[src/rtl/keyed_wdt_pkg.sv]
package keyed_wdt_pkg;

    typedef enum logic [2:0] {
        ST_IDLE = 3'd0,
        ST_PRE  = 3'd1,
        ST_RUN  = 3'd2,
        ST_SVC  = 3'd3,
        ST_TRIP = 3'd4
    } wdt_state_e;

    localparam logic [15:0] KEY_FIRST  = 16'hA5C6;
    localparam logic [15:0] KEY_SECOND = 16'hDA7E;

    // word indices (byte offset / 4)
    localparam int unsigned WORD_ID     = 0;
    localparam int unsigned WORD_CNT_LO = 4;
    localparam int unsigned WORD_CNT_HI = 5;
    localparam int unsigned WORD_PER_LO = 6;
    localparam int unsigned WORD_PER_HI = 7;
    localparam int unsigned WORD_MODE   = 8;
    localparam int unsigned WORD_SETUP  = 9;
    localparam int unsigned WORD_CTRL   = 10;

    localparam logic [1:0] MODE_CONTINUOUS = 2'd2;
    localparam logic [1:0] SETUP_WATCHDOG  = 2'd2;

    localparam int unsigned KEY_LSB = 16;
    localparam int unsigned EN_BIT  = 14;
    localparam int unsigned FLAG_BIT = 15;

endpackage

[src/rtl/wdt_key_fsm.sv]
module wdt_key_fsm
    import keyed_wdt_pkg::*;
(
    input  logic        clk,
    input  logic        rst_n,
    input  logic        key_wr_i,
    input  logic [15:0] key_i,
    input  logic        en_bit_i,
    input  logic        hit_i,
    output wdt_state_e  state_o,
    output logic        enable_o,
    output logic        flag_o,
    output logic        req_o,
    output logic        svc_done_o
);

    wdt_state_e state_q, state_d;
    logic       bad_key;
    logic       svc_done;
    logic       enable_q, flag_q, req_q;
    logic       entering_trip;

    // next-state logic
    always_comb begin
        state_d  = state_q;
        bad_key  = 1'b0;
        svc_done = 1'b0;
        unique case (state_q)
            ST_IDLE: begin
                if (key_wr_i && key_i == KEY_FIRST && en_bit_i) state_d = ST_PRE;
            end
            ST_PRE: begin
                if (key_wr_i) begin
                    if (key_i == KEY_SECOND) state_d = ST_RUN;
                    else                     bad_key = 1'b1;
                end
            end
            ST_RUN: begin
                if (key_wr_i) begin
                    if (key_i == KEY_FIRST) state_d = ST_SVC;
                    else                    bad_key = 1'b1;
                end
            end
            ST_SVC: begin
                if (key_wr_i) begin
                    if (key_i == KEY_SECOND) begin
                        state_d  = ST_RUN;
                        svc_done = 1'b1;
                    end else begin
                        bad_key = 1'b1;
                    end
                end
            end
            ST_TRIP: begin
                state_d = ST_TRIP;
            end
            default: state_d = ST_IDLE;
        endcase
        if (hit_i || bad_key) state_d = ST_TRIP;
    end

    assign entering_trip = (state_d == ST_TRIP) && (state_q != ST_TRIP);

    // state register
    always_ff @(posedge clk) begin
        if (!rst_n) state_q <= ST_IDLE;
        else        state_q <= state_d;
    end

    // registered outputs
    always_ff @(posedge clk) begin
        if (!rst_n) begin
            enable_q <= 1'b0;
            flag_q   <= 1'b0;
            req_q    <= 1'b0;
        end else begin
            if (state_q == ST_IDLE && state_d == ST_PRE) enable_q <= 1'b1;
            if (entering_trip) flag_q <= 1'b1;
            req_q <= entering_trip;
        end
    end

    assign state_o    = state_q;
    assign enable_o   = enable_q;
    assign flag_o     = flag_q;
    assign req_o      = req_q;
    assign svc_done_o = svc_done;

    AST_REQ_SINGLE: assert property (@(posedge clk) disable iff (!rst_n)
        req_q |=> !req_q);
    AST_TRIP_HOLDS: assert property (@(posedge clk) disable iff (!rst_n)
        (state_q == ST_TRIP) |=> (state_q == ST_TRIP) && !req_q);
    AST_FLAG_WITH_REQ: assert property (@(posedge clk) disable iff (!rst_n)
        $rose(flag_q) |-> req_q);
    AST_IDLE_EXIT: assert property (@(posedge clk) disable iff (!rst_n)
        (state_q == ST_IDLE) |=> (state_q == ST_IDLE || state_q == ST_PRE));
    AST_ENABLE_STICKY: assert property (@(posedge clk) disable iff (!rst_n)
        enable_q |=> enable_q);

endmodule

[src/rtl/wdt_count_unit.sv]
module wdt_count_unit #(
    parameter int unsigned HALF_W = 32,
    parameter int unsigned N_HALF = 2
) (
    input  logic                    clk,
    input  logic                    rst_n,
    input  logic                    run_i,
    input  logic                    clr_i,
    input  logic [N_HALF-1:0]       cnt_wr_i,
    input  logic [N_HALF-1:0]       per_wr_i,
    input  logic [HALF_W-1:0]       wdata_i,
    output logic [HALF_W*N_HALF-1:0] cnt_o,
    output logic [HALF_W*N_HALF-1:0] per_o,
    output logic                    hit_o
);

    localparam int unsigned CNT_W = HALF_W * N_HALF;

    logic [CNT_W-1:0]  cnt_q;
    logic [HALF_W-1:0] per_half [N_HALF];
    logic              hit;

    assign hit = run_i && (cnt_q == per_o);

    // counter: a match freezes it, then service clear, then counting, then loads
    always_ff @(posedge clk) begin
        if (!rst_n) begin
            cnt_q <= '0;
        end else if (hit) begin
            cnt_q <= cnt_q;
        end else if (clr_i) begin
            cnt_q <= '0;
        end else if (run_i) begin
            cnt_q <= cnt_q + CNT_W'(1);
        end else begin
            for (int h = 0; h < int'(N_HALF); h++) begin
                if (cnt_wr_i[h]) cnt_q[h*HALF_W +: HALF_W] <= wdata_i;
            end
        end
    end

    // period halves
    for (genvar h = 0; h < int'(N_HALF); h++) begin : g_per
        always_ff @(posedge clk) begin
            if (!rst_n)           per_half[h] <= '0;
            else if (per_wr_i[h]) per_half[h] <= wdata_i;
        end
        assign per_o[h*HALF_W +: HALF_W] = per_half[h];
    end

    assign cnt_o = cnt_q;
    assign hit_o = hit;

    AST_SVC_ZEROES: assert property (@(posedge clk) disable iff (!rst_n)
        (clr_i && !hit) |=> (cnt_q == '0));
    AST_HIT_FREEZES: assert property (@(posedge clk) disable iff (!rst_n)
        hit |=> $stable(cnt_q));
    AST_STEP_ONE: assert property (@(posedge clk) disable iff (!rst_n)
        (run_i && !clr_i && !hit) |=> (cnt_q == $past(cnt_q) + CNT_W'(1)));

endmodule

[src/rtl/keyed_wdt.sv]
module keyed_wdt
    import keyed_wdt_pkg::*;
#(
    parameter int unsigned      ADDR_W   = 6,
    parameter int unsigned      HALF_W   = 32,
    parameter logic [HALF_W-1:0] ID_VALUE = 32'h5744_0100
) (
    input  logic              clk,
    input  logic              rst_n,
    input  logic [ADDR_W-1:0] reg_addr,
    input  logic              reg_we,
    input  logic [HALF_W-1:0] reg_wdata,
    output logic [HALF_W-1:0] reg_rdata,
    output logic              rst_req
);

    localparam int unsigned N_HALF = 2;
    localparam int unsigned CNT_W  = HALF_W * N_HALF;
    localparam int unsigned WORD_W = ADDR_W - 2;

    logic [WORD_W-1:0]   word;
    wdt_state_e          state;
    logic                enable, flag, svc_done, hit, run;
    logic                cfg_open, key_wr;
    logic [1:0]          mode_q;
    logic [3:0]          setup_q;
    logic [N_HALF-1:0]   cnt_wr, per_wr;
    logic [CNT_W-1:0]    cnt, per;
    logic [1:0]          unused_addr_lsb;

    assign word            = reg_addr[ADDR_W-1:2];
    assign unused_addr_lsb = reg_addr[1:0];
    assign cfg_open        = (state == ST_IDLE);
    assign key_wr          = reg_we && (word == WORD_W'(WORD_CTRL));

    assign cnt_wr[0] = reg_we && cfg_open && (word == WORD_W'(WORD_CNT_LO));
    assign cnt_wr[1] = reg_we && cfg_open && (word == WORD_W'(WORD_CNT_HI));
    assign per_wr[0] = reg_we && cfg_open && (word == WORD_W'(WORD_PER_LO));
    assign per_wr[1] = reg_we && cfg_open && (word == WORD_W'(WORD_PER_HI));

    // configuration words, writable only in IDLE
    always_ff @(posedge clk) begin
        if (!rst_n) begin
            mode_q  <= '0;
            setup_q <= '0;
        end else if (reg_we && cfg_open) begin
            if (word == WORD_W'(WORD_MODE))  mode_q  <= reg_wdata[7:6];
            if (word == WORD_W'(WORD_SETUP)) setup_q <= reg_wdata[3:0];
        end
    end

    assign run = (state == ST_RUN || state == ST_SVC)
              && (mode_q == MODE_CONTINUOUS)
              && (setup_q[1:0] == 2'b11)
              && (setup_q[3:2] == SETUP_WATCHDOG);

    wdt_key_fsm u_fsm (
        .clk        (clk),
        .rst_n      (rst_n),
        .key_wr_i   (key_wr),
        .key_i      (reg_wdata[KEY_LSB +: 16]),
        .en_bit_i   (reg_wdata[EN_BIT]),
        .hit_i      (hit),
        .state_o    (state),
        .enable_o   (enable),
        .flag_o     (flag),
        .req_o      (rst_req),
        .svc_done_o (svc_done)
    );

    wdt_count_unit #(
        .HALF_W (HALF_W),
        .N_HALF (N_HALF)
    ) u_cnt (
        .clk      (clk),
        .rst_n    (rst_n),
        .run_i    (run),
        .clr_i    (svc_done),
        .cnt_wr_i (cnt_wr),
        .per_wr_i (per_wr),
        .wdata_i  (reg_wdata),
        .cnt_o    (cnt),
        .per_o    (per),
        .hit_o    (hit)
    );

    // read mux
    always_comb begin
        reg_rdata = '0;
        case (word)
            WORD_W'(WORD_ID):     reg_rdata = ID_VALUE;
            WORD_W'(WORD_CNT_LO): reg_rdata = cnt[HALF_W-1:0];
            WORD_W'(WORD_CNT_HI): reg_rdata = cnt[CNT_W-1:HALF_W];
            WORD_W'(WORD_PER_LO): reg_rdata = per[HALF_W-1:0];
            WORD_W'(WORD_PER_HI): reg_rdata = per[CNT_W-1:HALF_W];
            WORD_W'(WORD_MODE):   reg_rdata[7:6] = mode_q;
            WORD_W'(WORD_SETUP):  reg_rdata[3:0] = setup_q;
            WORD_W'(WORD_CTRL): begin
                reg_rdata[FLAG_BIT] = flag;
                reg_rdata[EN_BIT]   = enable;
                reg_rdata[2:0]      = state;
            end
            default: reg_rdata = '0;
        endcase
    end

    AST_CFG_LOCKED: assert property (@(posedge clk) disable iff (!rst_n)
        (state != ST_IDLE) |=> ($stable(mode_q) && $stable(setup_q)));
    AST_PERIOD_LOCKED: assert property (@(posedge clk) disable iff (!rst_n)
        (state != ST_IDLE) |=> $stable(per));
    AST_REQ_MEANS_TRIP: assert property (@(posedge clk) disable iff (!rst_n)
        rst_req |-> (state == ST_TRIP && flag));

endmodule

[config.mk]
export PLATFORM = sky130hd
export DESIGN_NAME = keyed_wdt
export DESIGN_NICKNAME = d
export VERILOG_FILES = /design/src/rtl/keyed_wdt_pkg.sv /design/src/rtl/wdt_key_fsm.sv /design/src/rtl/wdt_count_unit.sv /design/src/rtl/keyed_wdt.sv
export SDC_FILE = /design/constraint.sdc
export NUM_CORES = 1
export LEC_CHECK = 0
export BUFFER_PORTS_ARGS = -buffer_cell sky130_fd_sc_hd__buf_2
export CAP_MARGIN = 20
export CORE_MARGIN = 3
export CORE_UTILIZATION = 40
export DETAILED_ROUTE_END_ITERATION = 16
export GPL_TIMING_DRIVEN = 0
export SKIP_LAST_GASP = 1
export SLEW_MARGIN = 20
export SYNTH_ARGS = -nofsm -noshare
export SYNTH_HDL_FRONTEND = slang
export SYNTH_HIERARCHICAL = 1
export SYNTH_SLANG_ARGS = --single-unit
[constraint.sdc]
create_clock -name clk -period 2.6 [get_ports clk]
set_input_delay 0.26 -clock clk [delete_from_list [all_inputs] [get_ports clk]]
set_output_delay 0.26 -clock clk [all_outputs]
set_load 0.05 [all_outputs]
# Word level (Yosys, flattened, before mapping)
# Memory sizes are Yosys's and may differ from the RTL's.
# Index checks and enable logic that the tools add are counted.
[word_totals]
regBits = 76
mem_bits_rw = 64
in_bits = 41
output_inout_bits = 33
wordCells = 93
memories = 1
[memory_table]
columns = ["name", "depth", "width", "read_ports", "rd_ports_with_merged_regs", "write_ports", "line", "source"]
rows = [
  ["u_cnt.per_half", 2, 32, 2, 0, 2, "wdt_count_unit.sv:20", "logic [HALF_W-1:0] per_half [N_HALF];"],
]
[classes]
n_addsub = 1
eq_ne = 20
n_mux = 35
n_bitwise = 3
n_reduce_logical = 25
[ops]
columns = ["cell", "n"]
rows = [
  ["32-bit 2-to-1 mux", 4],
  ["64-bit 2-to-1 mux", 2],
  ["16-bit case mux with 5 select lines", 1],
  ["64-bit by 1-bit adder with 64-bit output, second input constant", 1],
  ["64-bit equality test", 1],
  ["16-bit equality test, second input constant", 2],
  ["6-bit case mux with 5 select lines", 1],
  ["2-bit case mux with 5 select lines", 2],
  ["3-bit 2-to-1 mux", 6],
  ["3-bit case mux with 6 select lines", 1],
  ["4-bit by 3-bit equality test with 1-bit output, second input constant", 4],
  ["1-bit logical AND", 14],
  ["1-bit 2-to-1 mux", 14],
  ["4-bit equality test, second input constant", 3],
  ["3-bit case mux with 4 select lines", 1],
  ["2-bit case mux with 4 select lines", 1],
  ["2-bit AND reduction", 4],
  ["2-bit equality test, second input constant", 3],
  ["3-bit by 1-bit equality test with 1-bit output, second input constant", 2],
  ["3-bit by 2-bit equality test with 1-bit output, second input constant", 2],
  ["3-bit equality test, second input constant", 2],
  ["3-bit nonzero test", 2],
  ["1-bit case mux with 5 select lines", 1],
  ["4-bit logical NOT", 1],
  ["7 further kinds", 9],
]

# Logic depth before layout (Yosys ltp)
# Gate-level depths: netlist of the first run.
[depth]
word_depth = 10
ltp_mapped = 12
mapped_depth_nobuf = 10

# Cells and area by module
# Netlist of the first run, hierarchy kept.
[by_module_without_submodules]
columns = ["module", "n_inst", "cells_per_inst", "area_each_um2", "seq_area_each_um2"]
rows = [
  ["wdt_count_unit", 1, 871, 8027.7, 3203.1],
  ["keyed_wdt", 1, 173, 1587.8, 120.1],
  ["wdt_key_fsm", 1, 50, 420.4, 120.1],
]

# Worst setup path before layout of the first run
# OpenSTA, ideal clock, no wires.
[synth_timing]
kind = "input -> register"
startpoint = "input port reg_addr[2]"
endpoint = "register u_cnt.cnt_q[13], in the netlist u_cnt/cnt_o[13]"
setup_time_ns = 0.060
arrival_time_ns = 2.573
required_time_ns = 2.540
path_slack_ns = -0.033
stages = 12
path_buffers = 3
cell_sequence = "buf_6 buf_12 nor2b_1 clkbuf_1 and3_1 nor2b_1 and4_1 or3_1 nand2_1 or4_1 nor2_1 a311o_1"
[synth_via]
elab_chain_len = 6
elab_cells_between_ends = 9
classes_between = "eq/ne: 2; mux: 3; reduce/logical: 4"
[synth_rtl]
columns = ["element", "line", "source"]
rows = [
  ["from (decl)", "keyed_wdt.sv:10", "input logic [ADDR_W-1:0] reg_addr,"],
  ["4-bit equality test (*)", "keyed_wdt.sv:34", "assign key_wr = reg_we && (word == WORD_W'(WORD_CTRL));"],
  ["1-bit logical AND (*)", "keyed_wdt.sv:34", ""],
  ["named net key_wr", "keyed_wdt.sv:24", "logic cfg_open, key_wr;"],
  ["1-bit 2-to-1 mux (*)", "wdt_key_fsm.sv:45", "if (key_wr_i) begin"],
  ["1-bit 2-to-1 mux (*)", "wdt_key_fsm.sv:28", "unique case (state_q)"],
  ["named net svc_done", "keyed_wdt.sv:23", "logic enable, flag, svc_done, hit, run;"],
  ["3-bit nonzero test (no line)", "-", ""],
  ["2-bit AND reduction (no line)", "-", ""],
  ["to (signal assigned)", "wdt_count_unit.sv:30", "cnt_q <= cnt_q;"],
  ["to (signal assigned)", "wdt_count_unit.sv:34", "cnt_q <= cnt_q + CNT_W'(1);"],
  ["to (signal, indexed assignment)", "wdt_count_unit.sv:37", "if (cnt_wr_i[h]) cnt_q[h*HALF_W +: HALF_W] <= wdata_i;"],
  ["to (decl)", "wdt_count_unit.sv:19", "logic [CNT_W-1:0] cnt_q;"],
]
# Mark *: on every way through the listed nets, which the timed path passes. The rest lies on a longest branch.
# A chain may end at the register's enable or synchronous reset.

# Worst setup path after layout of the first run
[layout_timing]
startpoint = "register u_cnt.cnt_q[42], in the netlist u_cnt/cnt_o[42]"
endpoint = "register u_cnt.cnt_q[38], in the netlist u_cnt/cnt_o[38]"
[layout_via]
elab_chain_len = 4
[layout_rtl]
columns = ["element", "line", "source"]
rows = [
  ["64-bit equality test", "wdt_count_unit.sv:23", "assign hit = run_i && (cnt_q == per_o);"],
  ["1-bit logical AND", "wdt_count_unit.sv:23", ""],
  ["1-bit inverter (no line)", "-", ""],
  ["2-bit AND reduction (no line)", "-", ""],
]
# No other way between the ends.

==> results by group, run 1 <==
Global routing
  • Vias in the first global route: 9881
  • Initial antenna violation count: 2
  • Grt total ovfl: 0
  • Overall routing resource usage: 35.5%
  • Largest net degree at the start of global routing: 24
  • First-pass GRT wire length: 69400 um

Floorplan
  • Starting Density: 41.0%
  • Die Y: 164 um
  • # rows: 57
  • Core Region: 24500 sq um
  • Boundary Pins: 74
  • Die Width: 164 um
  • Die ar.: 27000 sq um

STA
  • Final worst slack: -0.0628 ns
  • WHS: 0.148 ns
  • F_max: 376 MHz
  • Setup_tns: -0.120 ns
  • RSZ-0062 raised after global routing: yes
  • Final Max Slew Viols: 0
  • Crit path time final: 2.66 ns
  • Part of the cycle the worst path needs: 102%
  • Final Hold Fails: 0
  • Skew final: 0.0223 ns
  • # setup viols final: 5
  • Max-slew headroom: 32.7%
  • Slew of the pin with the lowest slew margin: 1.00 ns

Min path
  • Hold WC Path Type: primary input to register

Detailed routing
  • Drt first pass iters: 7
  • Final ANT Viol Nets: 0
  • Vias: 10947
  • Drt wl/cell: 31.6 um
  • Post-DR vias/cell: 7.06
  • DRC Markers: 0
  • Total Wirelength: 49100 um
  • Drt initial violations: 1963

Power and ir drop
  • Power Density: 458 nW/um^2
  • Maximum vdd drop: 0.000288 V
  • Power Total: 5.67 mW
  • Leak: 4.91 nW

Job
  • # Max-Cap Violations: 0

Final layout
  • Syn-to-layout area delta: 23.3%
  • Diodes inserted: 0
  • Layout cells sized above 1: 26.3%
  • Fillcell total: 2265
  • Layout Utilization: 50.6%
  • Fin cells: 1551
  • Final nets: 1256

Clock tree
  • Worst-skew pair later-pin latency: 0.45 ns
  • Root Driver: clkbuf_16
  • Worst-case clock buffer depth: 2
  • Clock Sinks: 140
  • CTS buffer count: 17
  • Cts hold-fix bufs: 0
  • Clock transition at the registers of the reported paths: 0.07 ns
  • Number of H-tree levels: 4
  • CTS tree: built

Synthesis
  • Fraction of registers with async set/reset: 0%
  • Register bit total from synthesis: 140
  • Post-Syn Instances: 1094
  • Mapped Area: 10000 sq um
  • Syn Nets: 1136
  • Yosys top cell area share: 19.1%
  • Post-synth top area cell: edfxtp_1
  • Number of flops mapped to enable cells by yosys: 64
  • Synth Warn #: 6
  • Register area share after synthesis: 34.3%
  • Most frequent cells after synthesis: and3_1 (86), dfxtp_1 (76), nor2_1 (70), a21oi_1 (68), edfxtp_1 (64)
  • Avg Inst Size Synth: 9.17 sq um
  • Top-count cell post-synth: and3_1
  • Synth top area cells: edfxtp_1 (19%), dfxtp_1 (15%), and3_1 (5.4%), o221a_1 (3.6%), a21oi_1 (3.4%)
  • Main flop type after synthesis: dfxtp_1
  • Distinct cell type count after synthesis: 94

Worst setup path
  • CP arrival: 3.01 ns
  • Worst R2R End: u_cnt/cnt_o[38]$_SDFFE_PN0P_
  • Worst-path maximum fanout: 9
  • Setup crit end: u_cnt/cnt_o[38]$_SDFFE_PN0P_
  • Cell count of the worst reg-to-reg path: 9
  • Peak per-stage delay on the critical path: 0.52 ns
  • Crit. End Element: register
  • Crit path launch: u_cnt/cnt_o[42]$_SDFFE_PN0P_
  • Cell Chain, Critical Path: xor2_1, nor4_1, nand4_1, nand4b_1, o32ai_4, buf_12, buf_4, or4_1, a21oi_2
  • Crit Path Class: register to register
  • Critical path startpoint category: register
  • Worst r2r src: u_cnt/cnt_o[42]$_SDFFE_PN0P_
  • Reg2reg setup slack: -0.06 ns
  • CP Data Required Time: 2.94 ns
  • Worst path slowest cell: or4_1

Status
  • Status: finished with violations
  • Failing checks: setup timing

Place
  • Placed cells: 1490
  • Dpl hpwl: 36600 um
  • I/O Buffers: 70
  • Final GP Congestion: 0.999
-- layout make-up --
class | instances | area [sq um] | share of cell area (%)
inverter | 15 | 56.3 | 0.455
sequential | 140 | 3480 | 28.1
clock buffer | 18 | 439 | 3.55
clock inverter | 14 | 125 | 1.01
buffer | 82 | 632 | 5.11
timing repair buffer | 106 | 774 | 6.26
multi-input combinational | 852 | 6460 | 52.2
tap | 324 | 405 | 3.28
-- logic make-up after synthesis --
| group | after synthesis | synth area share, % |
|---|---|---|
| compound gates | 278 | 20.7 |
| xor+xnor | 48 | 4.19 |
| fa+ha+maj | 1 | 0.125 |
| buf+inv | 102 | 5.76 |
| flops | 140 | 34.3 |
| mux | 26 | 5.21 |
| simple gates | 499 | 29.7 |
-- sequential cells by signal, summed over array words and instances (netlist names) --
signal / count
mode_q: 2
u_fsm/req_o: 1
u_fsm/state_o: 3
u_fsm/enable_o: 1
u_fsm/flag_o: 1
u_cnt/cnt_o: 64
u_cnt/per_half: 64
setup_q: 4
-- layer usage --
metal / up-vias / global-route usage, % / part of all wire [%]
li1: 4523 / - / -
met5: - / 0 / 0
met3: 180 / 6.50 / 13
met2: 959 / 51.7 / 41
met4: 0 / 18.3 / 6.7
met1: 5285 / 50.3 / 39
-- where the power goes --
group / switching [mW] / internal (mW) / leakage [nW]
registers: 0.0970 / 2.36 / 1.29
logic: 0.508 / 0.266 / 3.35
clock network: 1.16 / 1.28 / 0.266
total: 1.76 / 3.91 / 4.91
-- layout by cell type (no fill, tap or decap), types with 19 or more instances in the layout --
cell type  Yosys  final
o21ai_0       27     23
nand2b_1      40     38
nor3_1        30     23
nor4_1        25     19
xor2_1        32     25
o221a_1       32     32
nand3_1       43     42
and3_1        86     84
nor2_1        70     57
clkbuf_16      0     20
buf_2         17     83
nand2_1       51     49
and2_1        25     25
a31oi_1       23     23
dfxtp_1       76     56
a21oi_1       68     63
clkbuf_1      46     27
o21bai_1      26     26
edfxtp_1      64     64
nand4_1       42     42
buf_4          9     29
-- per-stage QoR --
step,setup WS (ns),area [sq um]
floorplan,0.00233,10000
global route,-0.0937,12400
CTS,-0.117,12000
detailed placement,-1.08,10800
finish,-0.0628,12400
global placement,-1.56,10800
-- worst min-delay path by stage --
stage                                              to                   startpoint  cells past startpoint
after detailed placement  u_fsm/enable_o$_SDFFE_PN0P_  u_fsm/enable_o$_SDFFE_PN0P_                      1
after global placement    u_fsm/enable_o$_SDFFE_PN0P_  u_fsm/enable_o$_SDFFE_PN0P_                      1
after global routing          setup_q[3]$_SDFFE_PN0P_                 reg_wdata[3]                      3
after CTS                     setup_q[3]$_SDFFE_PN0P_                 reg_wdata[3]                      3
final                         setup_q[3]$_SDFFE_PN0P_                 reg_wdata[3]                      3
after floorplan                u_fsm/req_o$_SDFF_PN0_                        rst_n                      2
-- repair_timing --
item / 4_1_cts / 5_1_grt
gates cloned: 1 / 3
pin swaps: 20 / 24
gates resized for setup: 97 / 69
setup endpoints to repair: 164 / 89
setup buffers: 22 / 8
-- worst max-delay path, delay by kind of cell (launching register included) --
kind / cells / cell delay, ns
AOI/OAI and AO/OA: 2 / 0.34
xor gates and xnor gates: 1 / 0.40
DFF: 1 / 0.50
buffers and inverters: 2 / 0.35
and+or+nand+nor: 4 / 0.97
No activity file was read; power rests on OpenSTA's default activity.
==> run 2: changes to the inputs <==
--- a/config.mk
+++ b/config.mk
@@ -5,11 +5,12 @@
 export SDC_FILE = /design/constraint.sdc
 export NUM_CORES = 1
 export LEC_CHECK = 0
-export BUFFER_PORTS_ARGS = -buffer_cell sky130_fd_sc_hd__buf_2
 export CAP_MARGIN = 20
 export CORE_MARGIN = 3
 export CORE_UTILIZATION = 40
+export CTS_BUF_LIST = sky130_fd_sc_hd__clkbuf_16
 export DETAILED_ROUTE_END_ITERATION = 16
+export DONT_BUFFER_PORTS = 1
 export GPL_TIMING_DRIVEN = 0
 export SKIP_LAST_GASP = 1
 export SLEW_MARGIN = 20
==> run 2 against run 1 <==
The flow still finishes with violations (setup timing). Critical endpoint is now u_cnt/cnt_o[27]$_SDFFE_PN0P_. Final cell count is 3.2% lower. Maximum frequency fell by 2.5%. Clock power rose by 6%. Wire length increased by 0.39%. Power increased by 1.3%. Count of clock-buffer cells in the layout increased by 1. Combinational power down 8.8%.
==> results by group, run 2 (same netlist as run 1, synthesis figures left out) <==
Status
  • Status: finished with violations
  • Failing checks: setup timing

Clock tree
  • CTS tree: built
  • Worst-case clock buffer depth: 2
  • Clock transition at the registers of the reported paths: 0.08 ns
  • Number of H-tree levels: 4
  • CTS buffer count: 17
  • Root Driver: clkbuf_16
  • Worst-skew pair later-pin latency: 0.44 ns
  • Clock Sinks: 140

Floorplan
  • Die ar.: 27000 sq um
  • # rows: 57
  • Core Region: 24500 sq um
  • Die Width: 164 um
  • Starting Density: 41.0%
  • Die Y: 164 um
  • Boundary Pins: 74

STA
  • Crit path time final: 2.73 ns
  • Final Hold Fails: 0
  • Final Max Slew Viols: 0
  • Setup_tns: -2.95 ns
  • Max-slew headroom: 21.0%
  • Slew of the pin with the lowest slew margin: 1.21 ns
  • F_max: 366 MHz
  • RSZ-0062 raised after global routing: yes
  • Skew final: 0.0268 ns
  • Final worst slack: -0.130 ns
  • WHS: 0.0283 ns
  • Part of the cycle the worst path needs: 105%
  • # setup viols final: 54

Job
  • # Max-Cap Violations: 0

Final layout
  • Final nets: 1207
  • Layout cells sized above 1: 24.0%
  • Syn-to-layout area delta: 22.9%
  • Cell area after layout: 12300 sq um
  • Layout Utilization: 50.4%
  • Most frequent cells in the layout: and3_1 (84), edfxtp_1 (64), nor2_1 (61)
  • Fillcell total: 2274
  • Leading cell type in the layout, fill and taps excluded: and3_1
  • Diodes inserted: 0

Worst setup path
  • Cell Chain, Critical Path: xnor2_1, nand4b_1, nor4_4, nand4_4, o21ai_4, buf_12, buf_8, nand3_1, o211ai_1
  • Worst path slowest cell: xnor2_1
  • Reg2reg setup slack: -0.13 ns
  • Cell count of the worst reg-to-reg path: 9
  • Crit. End Element: register
  • Worst r2r src: u_cnt/cnt_o[10]$_SDFFE_PN0P_
  • Setup crit end: u_cnt/cnt_o[27]$_SDFFE_PN0P_
  • Crit path launch: u_cnt/cnt_o[10]$_SDFFE_PN0P_
  • Critical path startpoint category: register
  • Peak per-stage delay on the critical path: 0.47 ns
  • CP Data Required Time: 2.89 ns
  • CP arrival: 3.02 ns
  • Crit Path Class: register to register
  • Worst R2R End: u_cnt/cnt_o[27]$_SDFFE_PN0P_
  • Worst-path maximum fanout: 9

Power and ir drop
  • Clock network fraction of design power: 45.0%
  • Leak: 4.67 nW
  • Int Pwr: 4.07 mW
  • Maximum vdd drop: 0.000412 V
  • Switching pwr: 1.68 mW
  • Flop pwr share: 42.7%
  • Power Density: 466 nW/um^2
  • Sw Ratio: 29.3%
  • Logic pwr share: 12.3%

Detailed routing
  • Drt initial violations: 1750
  • Drt first pass iters: 6
  • Total Wirelength: 49200 um
  • Vias: 10849
  • Final ANT Viol Nets: 0
  • Post-DR vias/cell: 7.22
  • Drt wl/cell: 32.8 um
  • DRC Markers: 0

Global routing
  • Largest net degree at the start of global routing: 23
  • Grt total ovfl: 0
  • Initial antenna violation count: 0
  • Overall routing resource usage: 35.4%
  • Vias in the first global route: 9829
  • First-pass GRT wire length: 69200 um

Place
  • Placed cell area: 10500 sq um
  • Dpl hpwl: 36000 um
  • I/O Buffers: 0
  • Final GP Congestion: 1.02

Min path
  • Hold WC Path Type: primary input to register
  • Beginning of the worst hold path: rst_n
==> run 2: cell type report <==
cell class / instances / area, sq um / share of cell area, %
plain buffers: 83 / 646 / 5.23
well taps: 324 / 405 / 3.29
inverters: 15 / 56.3 / 0.457
multi-input cells: 852 / 6510 / 52.8
clock inverters: 13 / 129 / 1.04
flip-flops and latches: 140 / 3490 / 28.3
repair buffers: 56 / 619 / 5.02
clock buffers: 19 / 475 / 3.86
==> run 2: power by group through the flow <==
stage	registers, mW	logic, mW	clock network [mW]
6_report	2.45	0.705	2.59
5_1_grt	2.46	0.725	2.67
4_1_cts	2.45	0.657	2.60
3_5_place_dp	2.50	0.609	0
3_3_place_gp	2.50	0.599	0
2_1_floorplan	2.46	0.426	0
==> run 2: stage by stage <==
| step | setup slack [ns] | instances | total power [mW] |
|---|---|---|---|
| 2_1_floorplan | 0.00233 | 1094 | 2.88 |
| 6_report | -0.130 | 1502 | 5.75 |
| 3_5_place_dp | -0.936 | 1420 | 3.11 |
| 3_3_place_gp | -1.41 | 1418 | 3.10 |
| 4_1_cts | -0.0679 | 1488 | 5.71 |
| 5_1_grt | -0.118 | 1502 | 5.86 |
==> run 2: worst min path at each step <==
stage                                          end  slack [ns]  cells past startpoint
6_report                 u_fsm/flag_o$_SDFFE_PN0P_        0.03                      2
5_1_grt        u_cnt/per_half[1][24]$_SDFFCE_PN0P_        0.03                      1
4_1_cts                  u_fsm/flag_o$_SDFFE_PN0P_        0.02                      2
3_5_place_dp           u_fsm/state_o[2]$_SDFF_PN0_        0.38                      2
3_3_place_gp           u_fsm/enable_o$_SDFFE_PN0P_        0.38                      1
2_1_floorplan               u_fsm/req_o$_SDFF_PN0_        0.37                      2
==> run 2: routing by layer <==
layer,track usage [%],up-vias,wire [um]
met3,9.05,186,7090
met2,51.8,987,20300
li1,-,4420,-
met1,49.3,5256,18900
met4,15.9,0,2920
met5,0,-,0
==> run 2: repair_timing <==
| item | in CTS | in global routing |
|---|---|---|
| hold buffers | 7 | 0 |
| pin swaps | 21 | 16 |
| setup endpoints to repair | 162 | 89 |
| gates resized for setup | 115 | 67 |
| hold endpoints to repair | 10 | 0 |
| setup buffers | 30 | 13 |
| gates cloned | 2 | 2 |
==> run 2: critical path, delay by kind of cell (launching register included) <==
kind,cells,cell delay (ns)
AOI/OAI and AO/OA,2,0.46
xor gates and xnor gates,1,0.47
buffers and inverters,2,0.33
DFF,1,0.39
and+or+nand+nor,4,0.92
